## src/rtl/trap_pkg.sv

```systemverilog
package trap_pkg;
    localparam int unsigned FLAG_W = 16;
    localparam int unsigned VEC_W  = 8;
    localparam int unsigned LVL_W  = 2;
    localparam int unsigned NUM_B  = 5;

    localparam int unsigned POS_NMI = 15;
    localparam int unsigned POS_SOV = 14;
    localparam int unsigned POS_SUN = 13;

    localparam logic [VEC_W-1:0] VEC_NMI = 8'h02;
    localparam logic [VEC_W-1:0] VEC_SOV = 8'h04;
    localparam logic [VEC_W-1:0] VEC_SUN = 8'h06;
    localparam logic [VEC_W-1:0] VEC_B   = 8'h0A;

    typedef enum logic [LVL_W-1:0] {
        LVL_NONE = 2'd0,
        LVL_B    = 2'd1,
        LVL_A    = 2'd2,
        LVL_RST  = 2'd3
    } lvl_e;

    // flag position of class B source k (read port layout)
    function automatic int unsigned b_pos(int unsigned k);
        case (k)
            0:       return 0;
            1:       return 1;
            2:       return 2;
            3:       return 3;
            default: return 7;
        endcase
    endfunction

    function automatic logic [FLAG_W-1:0] impl_mask();
        logic [FLAG_W-1:0] m;
        m = '0;
        m[POS_NMI] = 1'b1;
        m[POS_SOV] = 1'b1;
        m[POS_SUN] = 1'b1;
        for (int unsigned k = 0; k < NUM_B; k++) m[b_pos(k)] = 1'b1;
        return m;
    endfunction

    localparam logic [FLAG_W-1:0] IMPL_MASK = impl_mask();
endpackage

```

## src/rtl/trap_nmi_edge.sv

```systemverilog
module trap_nmi_edge #(
    parameter int unsigned STAGES = 2
) (
    input  logic clk_i,
    input  logic rst_ni,
    input  logic pin_ni,
    output logic fall_o
);
    typedef struct packed {
        logic [STAGES-1:0] sync;
        logic              last;
    } edge_st_t;

    edge_st_t st_d, st_q;

    always_comb begin
        st_d      = st_q;
        st_d.sync = {st_q.sync[STAGES-2:0], pin_ni};
        st_d.last = st_q.sync[STAGES-1];
    end

    always_ff @(posedge clk_i or negedge rst_ni) begin
        if (!rst_ni) st_q <= '1;
        else         st_q <= st_d;
    end

    assign fall_o = st_q.last & ~st_q.sync[STAGES-1];
endmodule

```

## src/rtl/trap_stack_mon.sv

```systemverilog
module trap_stack_mon #(
    parameter int unsigned SP_W = 16
) (
    input  logic            clk_i,
    input  logic            rst_ni,
    input  logic [SP_W-1:0] sp_i,
    input  logic            sp_wr_i,
    input  logic [SP_W-1:0] ovf_lim_i,
    input  logic [SP_W-1:0] unf_lim_i,
    output logic            ovf_evt_o,
    output logic            unf_evt_o
);
    typedef struct packed {
        logic below;
        logic above;
    } mon_st_t;

    mon_st_t st_d, st_q;
    logic    below_now, above_now;

    always_comb begin
        below_now = sp_i < ovf_lim_i;
        above_now = sp_i > unf_lim_i;
        st_d      = st_q;
        ovf_evt_o = 1'b0;
        unf_evt_o = 1'b0;
        if (sp_wr_i) begin
            ovf_evt_o  = below_now & ~st_q.below;
            unf_evt_o  = above_now & ~st_q.above;
            st_d.below = below_now;
            st_d.above = above_now;
        end
    end

    always_ff @(posedge clk_i or negedge rst_ni) begin
        if (!rst_ni) st_q <= '0;
        else         st_q <= st_d;
    end
endmodule

```

## src/rtl/trap_select.sv

```systemverilog
module trap_select
    import trap_pkg::*;
(
    input  logic [FLAG_W-1:0] flags_i,
    input  logic [LVL_W-1:0]  cur_lvl_i,
    output logic              req_o,
    output logic [VEC_W-1:0]  vec_o,
    output logic [LVL_W-1:0]  lvl_o
);
    logic [NUM_B-1:0] b_hit;
    lvl_e             win_lvl;
    logic [VEC_W-1:0] win_vec;

    for (genvar k = 0; k < NUM_B; k++) begin : g_bhit
        assign b_hit[k] = flags_i[b_pos(k)];
    end

    always_comb begin
        win_lvl = LVL_NONE;
        win_vec = '0;
        if (flags_i[POS_NMI]) begin
            win_lvl = LVL_A;
            win_vec = VEC_NMI;
        end else if (flags_i[POS_SOV]) begin
            win_lvl = LVL_A;
            win_vec = VEC_SOV;
        end else if (flags_i[POS_SUN]) begin
            win_lvl = LVL_A;
            win_vec = VEC_SUN;
        end else if (|b_hit) begin
            win_lvl = LVL_B;
            win_vec = VEC_B;
        end
        req_o = win_lvl > cur_lvl_i;
        vec_o = req_o ? win_vec : '0;
        lvl_o = req_o ? win_lvl : '0;
    end
endmodule

```

## src/rtl/trap_arbiter.sv

```systemverilog
module trap_arbiter
    import trap_pkg::*;
#(
    parameter int unsigned SP_W        = 16,
    parameter int unsigned SYNC_STAGES = 2
) (
    input  logic              clk_i,
    input  logic              rst_ni,
    input  logic [NUM_B-1:0]  evt_b_i,
    input  logic              nmi_ni,
    input  logic [SP_W-1:0]   sp_i,
    input  logic              sp_wr_i,
    input  logic [SP_W-1:0]   ovf_lim_i,
    input  logic [SP_W-1:0]   unf_lim_i,
    input  logic [LVL_W-1:0]  cur_lvl_i,
    input  logic              reg_wr_i,
    input  logic [FLAG_W-1:0] reg_wdata_i,
    output logic [FLAG_W-1:0] reg_rdata_o,
    output logic              trap_req_o,
    output logic [VEC_W-1:0]  trap_vec_o,
    output logic [LVL_W-1:0]  trap_lvl_o
);
    typedef struct packed {
        logic [FLAG_W-1:0] flags;
    } flag_st_t;

    flag_st_t          st_d, st_q;
    logic              nmi_fall, ovf_evt, unf_evt;
    logic [FLAG_W-1:0] hw_set, b_set;

    trap_nmi_edge #(.STAGES(SYNC_STAGES)) u_nmi (
        .clk_i  (clk_i),
        .rst_ni (rst_ni),
        .pin_ni (nmi_ni),
        .fall_o (nmi_fall)
    );

    trap_stack_mon #(.SP_W(SP_W)) u_stk (
        .clk_i     (clk_i),
        .rst_ni    (rst_ni),
        .sp_i      (sp_i),
        .sp_wr_i   (sp_wr_i),
        .ovf_lim_i (ovf_lim_i),
        .unf_lim_i (unf_lim_i),
        .ovf_evt_o (ovf_evt),
        .unf_evt_o (unf_evt)
    );

    // scatter class B pulses onto their flag positions
    for (genvar p = 0; p < FLAG_W; p++) begin : g_bset
        logic hit;
        always_comb begin
            hit = 1'b0;
            for (int unsigned k = 0; k < NUM_B; k++)
                if (b_pos(k) == p) hit = hit | evt_b_i[k];
        end
        assign b_set[p] = hit;
    end

    always_comb begin
        hw_set          = b_set;
        hw_set[POS_NMI] = nmi_fall;
        hw_set[POS_SOV] = ovf_evt;
        hw_set[POS_SUN] = unf_evt;
    end

    always_comb begin
        st_d = st_q;
        if (reg_wr_i) st_d.flags = reg_wdata_i;
        // hardware set overrides a same-cycle software clear
        st_d.flags = (st_d.flags | hw_set) & IMPL_MASK;
    end

    always_ff @(posedge clk_i or negedge rst_ni) begin
        if (!rst_ni) st_q <= '0;
        else         st_q <= st_d;
    end

    assign reg_rdata_o = st_q.flags;

    trap_select u_sel (
        .flags_i   (st_q.flags),
        .cur_lvl_i (cur_lvl_i),
        .req_o     (trap_req_o),
        .vec_o     (trap_vec_o),
        .lvl_o     (trap_lvl_o)
    );
endmodule

```

## config.mk

```make
export PLATFORM = sky130hd
export DESIGN_NAME = trap_arbiter
export DESIGN_NICKNAME = d
export VERILOG_FILES = /design/src/rtl/trap_pkg.sv /design/src/rtl/trap_nmi_edge.sv /design/src/rtl/trap_stack_mon.sv /design/src/rtl/trap_select.sv /design/src/rtl/trap_arbiter.sv
export SDC_FILE = /design/constraint.sdc
export NUM_CORES = 1
export LEC_CHECK = 0
export BUFFER_PORTS_ARGS = -buffer_cell sky130_fd_sc_hd__clkbuf_2
export CORE_MARGIN = 3
export CORE_UTILIZATION = 38
export CTS_CLUSTER_SIZE = 20
export DETAILED_ROUTE_END_ITERATION = 10
export MAX_ROUTING_LAYER = met4
export PLACE_DENSITY = 0.87
export SLEW_MARGIN = 20
export SYNTH_ARGS = -nofsm -noshare
export SYNTH_HDL_FRONTEND = slang
export SYNTH_SLANG_ARGS = --single-unit
export TNS_END_PERCENT = 1
```

## constraint.sdc

```tcl
create_clock -name clk_i -period 1.85 [get_ports clk_i]
set_clock_uncertainty 0.1 [all_clocks]
set_input_delay 0.0925 -clock clk_i [delete_from_list [all_inputs] [get_ports clk_i]]
set_output_delay 0.0925 -clock clk_i [all_outputs]
set_load 0.02 [all_outputs]
```

==> results.yml <==
outcome:
  status: "complete, but fails checks"
  violations: "negative hold slack, negative setup slack"
clock_network:
  h-tree-depth: 1
  cts_buffers: 3
  cts.reportedPaths.clkPinSlew_ns: 0.05
  clkLatencyLatePin_ns: 0.24
  cts_tree: "yes"
  cts_buffer_depth: 2
  clockRootBuffer: "clkbuf_8"
  numClockSinks: 13
floorplan:
  io_pins: 103
  die_y_um: 68.8
  die-area_um2: 4730
  core_um2: 3740
  dieWidth_um: 68.8
  rows: 22
  start_util: 0.400
pwr:
  power_density_nw_per_um2: 484
  combinationalPowerShare: 0.464
  p_clk_frac: 0.230
  p_int_w: 0.000706
  power.total_w: 0.00109
  switching_share: 0.354
  switching_power_w: 0.000386
  peakVddDrop_uv: 209
  total_leakage_power_nw: 1.27
  seqPwrFrac: 0.306
logic_synthesis:
  ys.flop_type: "dfrtp_1"
  ys_seq_area_frac: 0.220
  yosys.cell_types.count: 33
  syn_area_um2: 1500
  synth_edf_count: 0
  async_reset_ff_frac: 1.00
  synth_area_leaders: "ha_1 (28%), dfrtp_1 (17%), inv_1 (9.5%)"
  syn_inst: 181
  avgSynthCellArea_um2: 8.27
  yosysMostFrequentCell: "inv_1"
  synthTopCellsByCount: "inv_1 (38), ha_1 (33), buf_4 (14)"
  ys_seq_elements: 13
  synth_top_area_frac: 0.276
  yosysTopAreaCell: "ha_1"
  yosysWarnings: 0
timing:
  max_freq_ghz: 0.496
  drv_slew: 0
  final_hold_viol_count: 2
  min_period_ns: 2.02
  setup_slack_ns: -0.168
  fin_hold_ws_ns: -0.00771
  setup_viol: 6
  period_share: 1.09
  rsz0062_at_grt: "true"
  tns_ns: -0.871
global_routing:
  grt-ovfl-total: 0
  antenna_found_initial: 0
  grt_pass1_vias: 1546
  grt_use_total: 0.180
  grt_max_degree: 16
  grt_pass1_wl_um: 6300
setup_path:
  worstSetupPathType: "reg -> out"
  worstSetupEndpointType: "output port"
  cp_max_fo: 5
  rrSetupSlack_ns: 0.21
  cp.arrival_ns: 1.83
  path_cells: "nor3_4, inv_2, ha_4, nor2b_4, o21ai_4, nor2_1, buf_2"
  cp_data_required_time_ns: 1.66
  slowest_delay_ns: 0.42
  start_kind: "register"
  cpMaxStageDelayCell: "dfrtp_2"
cells_and_area:
  area_growth_pct: 50.5
  layout-drive-gt1-share: 0.399
  antenna_cells: 0
  layout.nets: 393
routing:
  ant_nets: 0
  via_per_inst: 4.65
  drt-initial-drc-count: 26
  detailedRoute.firstPassIterationCount: 4
  wl_per_cell_um: 12.8
  drc: 0
  wirelength_um: 4240
  dr_total_vias: 1538
hold_path:
  hold_class: "in -> reg"
placed_design:
  place_hpwl_um: 3200
  globalplace.congestion: 0.731
  io_buffers: 81
run:
  maxCapViolCount: 0
state kept, by name (all words and copies together) (netlist names):
register / count
u_stk.st_q: 2
u_nmi.st_q: 1
u_nmi.st_d: 2
reg_rdata_o: 8
through the flow:
stage               instance area (um2)  hold slack (ns)  utilization  setup slack (ns)  std cells
detailed placement                 1950           -0.106        0.522            0.0124        311
global placement                   1950           -0.110        0.522            0.0570        311
finish                             2250         -0.00771        0.602            -0.168        331
global route                       2250          0.00202        0.602            -0.267        331
CTS                                2200         0.000205        0.588            -0.185        329
floorplan                          1570           -0.303            -           0.00596        193
worst max-delay path: cells and delay by family (launching register included):
family	cells	cell delay, ns
compound gates	1	0.25
flops	1	0.42
simple gates	3	0.44
buf+inv	2	0.23
fa+ha+maj	1	0.24
power groups by stage:
stage,Sequential [W],Combinational (W),Clock [W]
6_report,0.000334,0.000507,0.000251
5_1_grt,0.000337,0.000570,0.000271
4_1_cts,0.000331,0.000477,0.000247
3_5_place_dp,0.000332,0.000428,0
3_3_place_gp,0.000331,0.000412,0
2_1_floorplan,0.000355,0.000254,0
cell usage in the layout, fill, tap and decap left out, types with 6 or more instances in the layout:
| cell type | synthesis | routed |
|---|---|---|
| a21oi_1 | 13 | 12 |
| nor2b_1 | 9 | 8 |
| buf_4 | 14 | 8 |
| ha_1 | 33 | 31 |
| conb_1 | 1 | 13 |
| nand2_1 | 9 | 6 |
| clkbuf_2 | 0 | 75 |
| inv_1 | 38 | 37 |
| dfrtp_1 | 10 | 8 |
| a211o_1 | 7 | 7 |
| dlygate4sd3_1 | 0 | 13 |
| o21ai_0 | 7 | 6 |
| nor2_1 | 8 | 7 |
layout make-up:
class                   instances  area (um2)
fillers                       353        1490
clock buffers                   4        45.0
flip-flops and latches         13         332
well taps                      48        60.1
multi-input cells             127        1050
repair buffers                101         623
inverters                      38         143
kinds of logic after synthesis:
group | count (synthesis) | share of synthesized area
compound gates | 43 | 0.196
fa+ha+maj | 33 | 0.276
buf+inv | 53 | 0.168
flops | 13 | 0.220
mux | 1 | 0.00668
other cells | 1 | 0.00250
simple gates | 37 | 0.131
routing by layer:
layer  part of all wire  global-route usage
met3              0.052              0.0194
met4              0.013              0.0292
met1               0.38               0.195
met2               0.55               0.353
met5                  0                   -
worst paths after layout:
| kind | cells after the start | from | to |
|---|---|---|---|
| setup / recovery | 7 | reg_rdata_o[14] | trap_lvl_o[1] |
| hold reg to reg | 0 | u_nmi.st_d[2] | u_nmi.st_d[0] |
| max in group asynchronous | 2 | rst_ni | u_nmi.st_d[2] |
| setup reg to reg | 3 | reg_rdata_o[1] | reg_rdata_o[1] |
| hold / removal | 3 | reg_wdata_i[14] | reg_rdata_o[14] |
| min in group asynchronous | 2 | rst_ni | reg_rdata_o[1] |
what timing repair did:
| action | CTS | global route |
|---|---|---|
| endpoints found under the setup margin | 6 | 6 |
| setup buffers | 2 | 2 |
| gates cloned | 0 | 0 |
| endpoints found under the hold margin | 20 | 0 |
| hold buffers | 13 | 0 |
| gates resized for setup | 14 | 15 |
| pin swaps | 4 | 8 |
Note: power is estimated with default switching activity, not from simulation.
